### src/rtl/nrp_pkg.sv
package nrp_pkg;
  localparam int unsigned NIB_W = 4;
  localparam int unsigned BYTE_W = 2 * NIB_W;

  typedef enum logic [NIB_W-1:0] {
    OP_ADR_LO = 4'h0,
    OP_ADR_HI = 4'h1,
    OP_DAT_LO = 4'h2,
    OP_DAT_HI = 4'h3,
    OP_RD     = 4'h4,
    OP_RD_INC = 4'h5
  } nrp_op_e;

  function automatic logic op_is_read(logic [NIB_W-1:0] op);
    return (op == OP_RD) || (op == OP_RD_INC);
  endfunction
endpackage

### src/rtl/nrp_cmd_decode.sv
module nrp_cmd_decode
  import nrp_pkg::*;
(
  input  logic              clk_i,
  input  logic              rst_ni,
  input  logic              cmd_valid_i,
  input  logic [BYTE_W-1:0] cmd_byte_i,
  input  logic              rsp_busy_i,
  output logic              cmd_ready_o,
  output logic              wr_en_o,
  output logic [BYTE_W-1:0] wr_addr_o,
  output logic [BYTE_W-1:0] wr_data_o,
  output logic              rd_en_o,
  output logic [BYTE_W-1:0] rd_addr_o
);
  logic              fire;
  logic [NIB_W-1:0]  op, nib;
  logic [BYTE_W-1:0] addr_q;
  logic [NIB_W-1:0]  dlo_q;

  assign cmd_ready_o = !rsp_busy_i;
  assign fire        = cmd_valid_i && cmd_ready_o;
  assign op          = cmd_byte_i[BYTE_W-1:NIB_W];
  assign nib         = cmd_byte_i[NIB_W-1:0];

  always_ff @(posedge clk_i or negedge rst_ni) begin
    if (!rst_ni) begin
      addr_q <= '0;
      dlo_q  <= '0;
    end else if (fire) begin
      case (op)
        OP_ADR_LO: addr_q[NIB_W-1:0]      <= nib;
        OP_ADR_HI: addr_q[BYTE_W-1:NIB_W] <= nib;
        OP_DAT_LO: dlo_q                  <= nib;
        OP_DAT_HI, OP_RD_INC: addr_q      <= addr_q + 1'b1;
        default: ;
      endcase
    end
  end

  assign wr_en_o   = fire && (op == OP_DAT_HI);
  assign wr_addr_o = addr_q;
  assign wr_data_o = {nib, dlo_q};
  assign rd_en_o   = fire && op_is_read(op);
  assign rd_addr_o = addr_q;

  AST_WR_ADVANCE: assert property (@(posedge clk_i) disable iff (!rst_ni)
    wr_en_o |=> addr_q == $past(addr_q) + 1'b1);
  AST_RD_KEEP: assert property (@(posedge clk_i) disable iff (!rst_ni)
    (fire && op == OP_RD) |=> $stable(addr_q));
  AST_RDI_ADVANCE: assert property (@(posedge clk_i) disable iff (!rst_ni)
    (fire && op == OP_RD_INC) |=> addr_q == $past(addr_q) + 1'b1);
  AST_UNKNOWN_INERT: assert property (@(posedge clk_i) disable iff (!rst_ni)
    (fire && op > OP_RD_INC) |=> ($stable(addr_q) && $stable(dlo_q)));
endmodule

### src/rtl/nrp_reg_file.sv
module nrp_reg_file
  import nrp_pkg::*;
#(
  parameter int unsigned NUM_REGS = 256
) (
  input  logic              clk_i,
  input  logic              wr_en_i,
  input  logic [BYTE_W-1:0] wr_addr_i,
  input  logic [BYTE_W-1:0] wr_data_i,
  input  logic [BYTE_W-1:0] rd_addr_i,
  output logic [BYTE_W-1:0] rd_data_o
);
  localparam int unsigned SPAN = 1 << BYTE_W;
  localparam int unsigned IDX_W = (NUM_REGS > 1) ? $clog2(NUM_REGS) : 1;

  logic [BYTE_W-1:0] mem [NUM_REGS];

  generate
    if (NUM_REGS >= SPAN) begin : g_full
      always_ff @(posedge clk_i) begin
        if (wr_en_i) mem[wr_addr_i] <= wr_data_i;
      end
      assign rd_data_o = mem[rd_addr_i];
    end else begin : g_part
      logic wr_hit, rd_hit;
      assign wr_hit = 32'(wr_addr_i) < NUM_REGS;
      assign rd_hit = 32'(rd_addr_i) < NUM_REGS;
      always_ff @(posedge clk_i) begin
        if (wr_en_i && wr_hit) mem[wr_addr_i[IDX_W-1:0]] <= wr_data_i;
      end
      assign rd_data_o = rd_hit ? mem[rd_addr_i[IDX_W-1:0]] : '0;
    end
  endgenerate
endmodule

### src/rtl/nrp_rsp_hold.sv
module nrp_rsp_hold
  import nrp_pkg::*;
(
  input  logic              clk_i,
  input  logic              rst_ni,
  input  logic              load_i,
  input  logic [BYTE_W-1:0] data_i,
  input  logic              ready_i,
  output logic              valid_o,
  output logic [BYTE_W-1:0] data_o
);
  logic              valid_q;
  logic [BYTE_W-1:0] data_q;

  always_ff @(posedge clk_i or negedge rst_ni) begin
    if (!rst_ni) begin
      valid_q <= 1'b0;
      data_q  <= '0;
    end else if (load_i) begin
      valid_q <= 1'b1;
      data_q  <= data_i;
    end else if (valid_q && ready_i) begin
      valid_q <= 1'b0;
    end
  end

  assign valid_o = valid_q;
  assign data_o  = data_q;

  AST_LOAD_WHEN_IDLE: assert property (@(posedge clk_i) disable iff (!rst_ni)
    load_i |-> !valid_q);
  AST_RSP_HELD: assert property (@(posedge clk_i) disable iff (!rst_ni)
    (valid_q && !ready_i) |=> (valid_q && $stable(data_q)));
  AST_RSP_DRAINED: assert property (@(posedge clk_i) disable iff (!rst_ni)
    (valid_q && ready_i) |=> !valid_q);
endmodule

### src/rtl/nibble_reg_port.sv
module nibble_reg_port
  import nrp_pkg::*;
#(
  parameter int unsigned NUM_REGS = 256
) (
  input  logic       clk_i,
  input  logic       rst_ni,
  input  logic       cmd_valid_i,
  input  logic [7:0] cmd_byte_i,
  output logic       cmd_ready_o,
  output logic       rsp_valid_o,
  output logic [7:0] rsp_data_o,
  input  logic       rsp_ready_i
);
  logic              wr_en, rd_en;
  logic [BYTE_W-1:0] wr_addr, wr_data, rd_addr, rd_data;

  nrp_cmd_decode u_dec (
    .clk_i       (clk_i),
    .rst_ni      (rst_ni),
    .cmd_valid_i (cmd_valid_i),
    .cmd_byte_i  (cmd_byte_i),
    .rsp_busy_i  (rsp_valid_o),
    .cmd_ready_o (cmd_ready_o),
    .wr_en_o     (wr_en),
    .wr_addr_o   (wr_addr),
    .wr_data_o   (wr_data),
    .rd_en_o     (rd_en),
    .rd_addr_o   (rd_addr)
  );

  nrp_reg_file #(.NUM_REGS(NUM_REGS)) u_rf (
    .clk_i     (clk_i),
    .wr_en_i   (wr_en),
    .wr_addr_i (wr_addr),
    .wr_data_i (wr_data),
    .rd_addr_i (rd_addr),
    .rd_data_o (rd_data)
  );

  nrp_rsp_hold u_rsp (
    .clk_i   (clk_i),
    .rst_ni  (rst_ni),
    .load_i  (rd_en),
    .data_i  (rd_data),
    .ready_i (rsp_ready_i),
    .valid_o (rsp_valid_o),
    .data_o  (rsp_data_o)
  );

  AST_RD_GIVES_RSP: assert property (@(posedge clk_i) disable iff (!rst_ni)
    (cmd_valid_i && cmd_ready_o && (cmd_byte_i[7:4] == 4'h4 || cmd_byte_i[7:4] == 4'h5))
      |=> rsp_valid_o);
endmodule

### config.mk
export PLATFORM = sky130hd
export DESIGN_NAME = nibble_reg_port
export DESIGN_NICKNAME = d
export VERILOG_FILES = /design/src/rtl/nrp_pkg.sv /design/src/rtl/nrp_cmd_decode.sv /design/src/rtl/nrp_reg_file.sv /design/src/rtl/nrp_rsp_hold.sv /design/src/rtl/nibble_reg_port.sv
export SDC_FILE = /design/constraint.sdc
export NUM_CORES = 2
export LEC_CHECK = 0
export BUFFER_PORTS_ARGS = -buffer_cell sky130_fd_sc_hd__buf_2
export CAP_MARGIN = 20
export CORE_ASPECT_RATIO = 0.7
export CORE_UTILIZATION = 60
export CTS_CLUSTER_SIZE = 28
export DETAILED_ROUTE_END_ITERATION = 10
export GPL_TIMING_DRIVEN = 0
export PLACE_DENSITY = 0.76
export SYNTH_ARGS = -nofsm -noshare
export SYNTH_HDL_FRONTEND = slang
export SYNTH_SLANG_ARGS = --single-unit
### constraint.sdc
create_clock -name clk_i -period 5 [get_ports clk_i]
set_clock_uncertainty 0.05 [all_clocks]
set_input_delay 1 -clock clk_i [delete_from_list [all_inputs] [get_ports clk_i]]
set_output_delay 1 -clock clk_i [all_outputs]
set_load 0.01 [all_outputs]
---- After elaboration in Yosys (flattened, before gate mapping) ----
Memory sizes are Yosys's and may differ from the RTL's. A register that Yosys moved wholly into a read port is not among the register bits.
Index checks and enable logic that the tools add are counted.
word-level totals
  flip-flop bits (word level) ............. 13
  memory bits (writable) .................. 2048
  output and inout bits ................... 10
  word-level logic and storage cells ...... 32
  memories kept ........................... 1
memory list
  memory    depth  width  read ports  clocked after Yosys merged registers in  wr ports  line                text
  u_rf.mem  256    8      1           1                                        1         nrp_reg_file.sv:16  logic [BYTE_W-1:0] mem [NUM_REGS];
cells by class
  $add $sub $neg .......................... 1
  eq/ne operators ......................... 5
  muxes and demuxes ....................... 6
  reductions and logical operators ........ 15
operators by type and width
  operator             count
  $pmux 4 s2           2
  $add 8x1->8 const B  1
  $eq 4x2->1 const B   2
  $eq 4x3->1 const B   2
  $reduce_and 2->1     3
  $reduce_bool 2->1    3
  $eq 4x1->1 const B   1
  $logic_and 1x1->1    4
  $logic_not 4->1      1
  $mux 1               4
  $logic_not 1->1      2
  $reduce_or 2->1      1
  $logic_or 1x1->1     1

---- Logic depth before layout (Yosys ltp) ----
  depth in word-level cells ............... 5
  depth in mapped cells ................... 13

---- By module ----
Synthesis repeated with hierarchy kept, for this count alone.
second synthesis, totals
  cell total of the unflattened synthesis .. 3829
  area total of the unflattened synthesis .. 80594.8 um^2
modules (own cells, without submodules)
  module          instances  cells each  area each (um^2)  seq. area each (um^2)
  nrp_reg_file    1          3725        79396.1           61499.0
  nrp_cmd_decode  1          84          829.5             300.3
  nrp_rsp_hold    1          20          369.1             225.2

---- Least setup slack after synthesis ----
Ideal clock, no wire load.
  kind .................................... register to register
  start ................................... register u_dec.dlo_q[0]
  end ..................................... memory u_rf.mem[0][0] (netlist bit), data pin
  arrival ................................. 3181 ps
  slack ................................... 966 ps
  stages on the path, launching flop included .. 1
  buffers on the path ..................... 0
  period minus slack after synthesis ...... 4034 ps
  path through ............................ dfrtp_1
RTL lines
  element                 line                  text
  start, declared         nrp_cmd_decode.sv:19  logic [NIB_W-1:0] dlo_q;
  start signal, assigned  nrp_cmd_decode.sv:34  OP_DAT_LO: dlo_q <= nib;
  end, declared           nrp_reg_file.sv:16
Straight into the memory's write port.

---- Worst setup path after layout ----
  start ................................... register u_dec.addr_q[2], in the netlist u_dec.rd_addr_o[2]
  end ..................................... memory u_rf.mem[211][6] (netlist bit), enable pin
RTL lines
  element                          line                  text
  start, declared                  nrp_cmd_decode.sv:18  logic [BYTE_W-1:0] addr_q;
  start signal, assigned by index  nrp_cmd_decode.sv:32  OP_ADR_LO: addr_q[NIB_W-1:0] <= nib;
  start signal, assigned by index  nrp_cmd_decode.sv:33  OP_ADR_HI: addr_q[BYTE_W-1:NIB_W] <= nib;
  start signal, assigned           nrp_cmd_decode.sv:35  OP_DAT_HI, OP_RD_INC: addr_q <= addr_q + 1'b1;
Straight into the memory's write port.

==> flow_summary.json <==
{
  "htreeDepth": 4,
  "multi_input_area_um2": 17900,
  "die_x_um": 440.5,
  "ys_types": 64,
  "timing.fmax_ghz": 0.1817,
  "register_area_um2": 62040,
  "status": "finished with violations",
  "synth_top_cell_by_area": "edfxtp_1",
  "syn_area_per_cell_um2": 20.99,
  "postPlaceCellArea_um2": 83890,
  "totalWireLength_um": 273800,
  "antenna_found_initial": 15,
  "yosysMostFrequentCell": "edfxtp_1",
  "rows": 112,
  "routedWlPerCell_um": 45.42,
  "finalSetupViolations": 567,
  "relSlewSlack_pct": 8.568,
  "violations": "setup timing",
  "hold_violations": 0,
  "clock_path_buffers": 3,
  "min_period_ns": 5.504,
  "grt_pass1_vias": 42580,
  "vias": 46350,
  "synth_seq_area_share_pct": 76.81,
  "dp.cells": 5674,
  "port_buffers": 21,
  "drtPass1Iterations": 7,
  "critPathKind": "reg2reg",
  "leakagePower_nw": 28.34,
  "first_iter_violations": 10780,
  "min-delay-path-class": "in2async",
  "synth_flop_cell": "edfxtp_1",
  "grt-ovfl-total": 0,
  "cts_root_buffer": "clkbuf_16",
  "synth_area_um2": 80750,
  "synth_top_area_share_pct": 76.16,
  "synthCells": 3847,
  "synth_edf_count": 2048,
  "grt_usage_pct": 40.84,
  "cts_hold_buf": 0,
  "synth_area_leaders": "edfxtp_1 76%, mux4_2 14%, mux2i_1 1.9%",
  "synth-async-reset-ratio_pct": 1.015,
  "path_clk_slew_ns": 0.07,
  "maxCapViolations": 0,
  "cp.arrival_ns": 5.96,
  "vias_per_cell": 7.691,
  "numClockSinks": 2069,
  "synthTopCellsByCount": "2048 x edfxtp_1, 493 x mux4_2, 279 x nor2_1",
  "fillers": 8108,
  "start_util_pct": 60.53,
  "synth.net_count": 3863,
  "die_area_um2": 136100,
  "grt_max_degree": 153,
  "clock_latency_ns": 0.86,
  "fin_nets": 4112,
  "ys_warn_count": 0,
  "instances_no_fill": 6027,
  "top_level_ports": 22,
  "ant_nets": 0,
  "critPathLaunchType": "flop",
  "globalplace.congestion": 1.018,
  "timing.setup.tns_ns": -91.25,
  "fin_ws_ns": -0.5041,
  "fin_area_um2": 90500,
  "cts_inserted_buffers": 180,
  "cts_tree": "built",
  "core_um2": 133400,
  "p_per_area_nw_per_um2": 519.4,
  "finalPower_mw": 47.00,
  "cp.required_ns": 5.46,
  "synth_seq_cells": 2069,
  "min_period_over_period_pct": 110.1,
  "syn2layout_area_growth_pct": 12.07,
  "holdWs_ns": 0.1455,
  "dp_hpwl_um": 176800,
  "drive_above_1_share_pct": 27.27,
  "die_y_um": 308.9,
  "worst_pin_slew_ns": 1.371,
  "critPathCaptureType": "flop",
  "peakVddDrop_v": 0.0003941,
  "post-route-drc-count": 0,
  "worst-path-max-fanout": 10,
  "slew_viol_final": 0,
  "grt_pass1_wl_um": 363000
}
## report_power, final
part / internal (mW) / switching, mW / leakage (nW)
Clock: 7.67 / 6.44 / 2.81
Sequential: 19.7 / 0.287 / 18.7
Combinational: 3.99 / 8.93 / 6.83
## metrics by stage
| step | utilization (%) | worst slack [ns] |
|---|---|---|
| 2_1_floorplan | - | 0.9664 |
| 5_1_grt | 67.81 | -0.06820 |
| 4_1_cts | 67.73 | 0.00009015 |
| 3_3_place_gp | 62.27 | -2.492 |
| 6_report | 67.84 | -0.5041 |
| 3_5_place_dp | 62.88 | -1.486 |
## cells by family (layout without fill, tap and decap cells)
group | count (synthesis) | after routing | share of synthesized area [%]
flip-flops | 2069 | 2069 | 76.81
multiplexers | 661 | 661 | 15.88
AND/OR/NAND/NOR | 604 | 604 | 3.193
AO/OA/AOI/OAI | 260 | 260 | 2.241
buffers and inverters | 248 | 644 | 1.808
adder cells (fa/ha/maj) | 4 | 4 | 0.06198
XOR/XNOR | 1 | 1 | 0.01085
other | 0 | 17 | 0
## layout make-up
type	count	share of cell area (%)
repair buffers	69	1.076
clock buffers	230	5.323
flip-flops and latches	2069	68.55
diodes	17	0.04701
clock inverters	99	1.085
inverters	6	0.03042
multi-input cells	1530	19.78
well taps	1767	2.443
plain buffers	240	1.665
## placed cells by master (no fill, tap or decap), types with 22 or more instances in the layout
cell type / count
a32oi_1: 25
nand3_1: 58
clkinv_1: 32
nor2_2: 99
o21ai_1: 22
a221oi_1: 32
a22oi_1: 26
nor2_1: 131
a21oi_1: 40
clkbuf_16: 184
buf_2: 79
nor2_4: 49
mux4_2: 493
edfxtp_1: 2048
nand2_1: 170
o22ai_1: 23
clkbuf_1: 112
o21ai_0: 26
buf_4: 45
clkinv_2: 25
buf_6: 36
buf_8: 29
mux2i_1: 152
## worst max-delay path, cell delays in order, from the launching register on
cell	delay [ns]
dfrtp_1	0.34
clkbuf_1	0.60
buf_4	0.51
buf_2	0.67
buf_2	0.87
nor2b_2	0.32
nand3_1	0.52
buf_2	0.87
nor2_2	0.33
## routing by layer
metal  GRT usage [%]  vias up  part of all wire [%]
met5           2.560        -                  0.17
met2           52.20     5371                    39
met4           21.09       24                   6.2
li1                -    16480                     -
met1           56.21    23540                    34
met3           22.12      940                    20
## sequential cells by signal (all words and copies together) (netlist names)
signal           cells
u_dec.dlo_q          4
u_dec.rd_addr_o      8
u_rf.mem          2048
u_rsp.data_o         8
u_rsp.valid_o        1
## worst paths after layout
kind,start,endpoint,slack (ns),depth (start not counted)
worst max-delay path,u_dec.rd_addr_o[2]$_DFFE_PN0P_,u_rf.mem[211][6]$_DFFE_PP_,-0.50,8
worst min-delay path,rst_ni,u_dec.dlo_q[1]$_DFFE_PN0P_,0.15,1
worst max register to register,u_dec.rd_addr_o[2]$_DFFE_PN0P_,u_rf.mem[211][6]$_DFFE_PP_,-0.50,8
worst min register to register,u_rsp.valid_o$_DFFE_PN0P_,u_rsp.valid_o$_DFFE_PN0P_,0.54,2
max in group asynchronous,rst_ni,u_dec.dlo_q[2]$_DFFE_PN0P_,4.21,1
min in group clk_i,rsp_ready_i,u_rsp.valid_o$_DFFE_PN0P_,0.28,2
## repair_timing
item,in CTS,in global routing
hold endpoints to repair,0,0
gates resized for setup,206,21
endpoints found under the setup margin,1671,225
buffers inserted,5,0
pin swaps,3,0
Power figures use the tool's default switching activity.
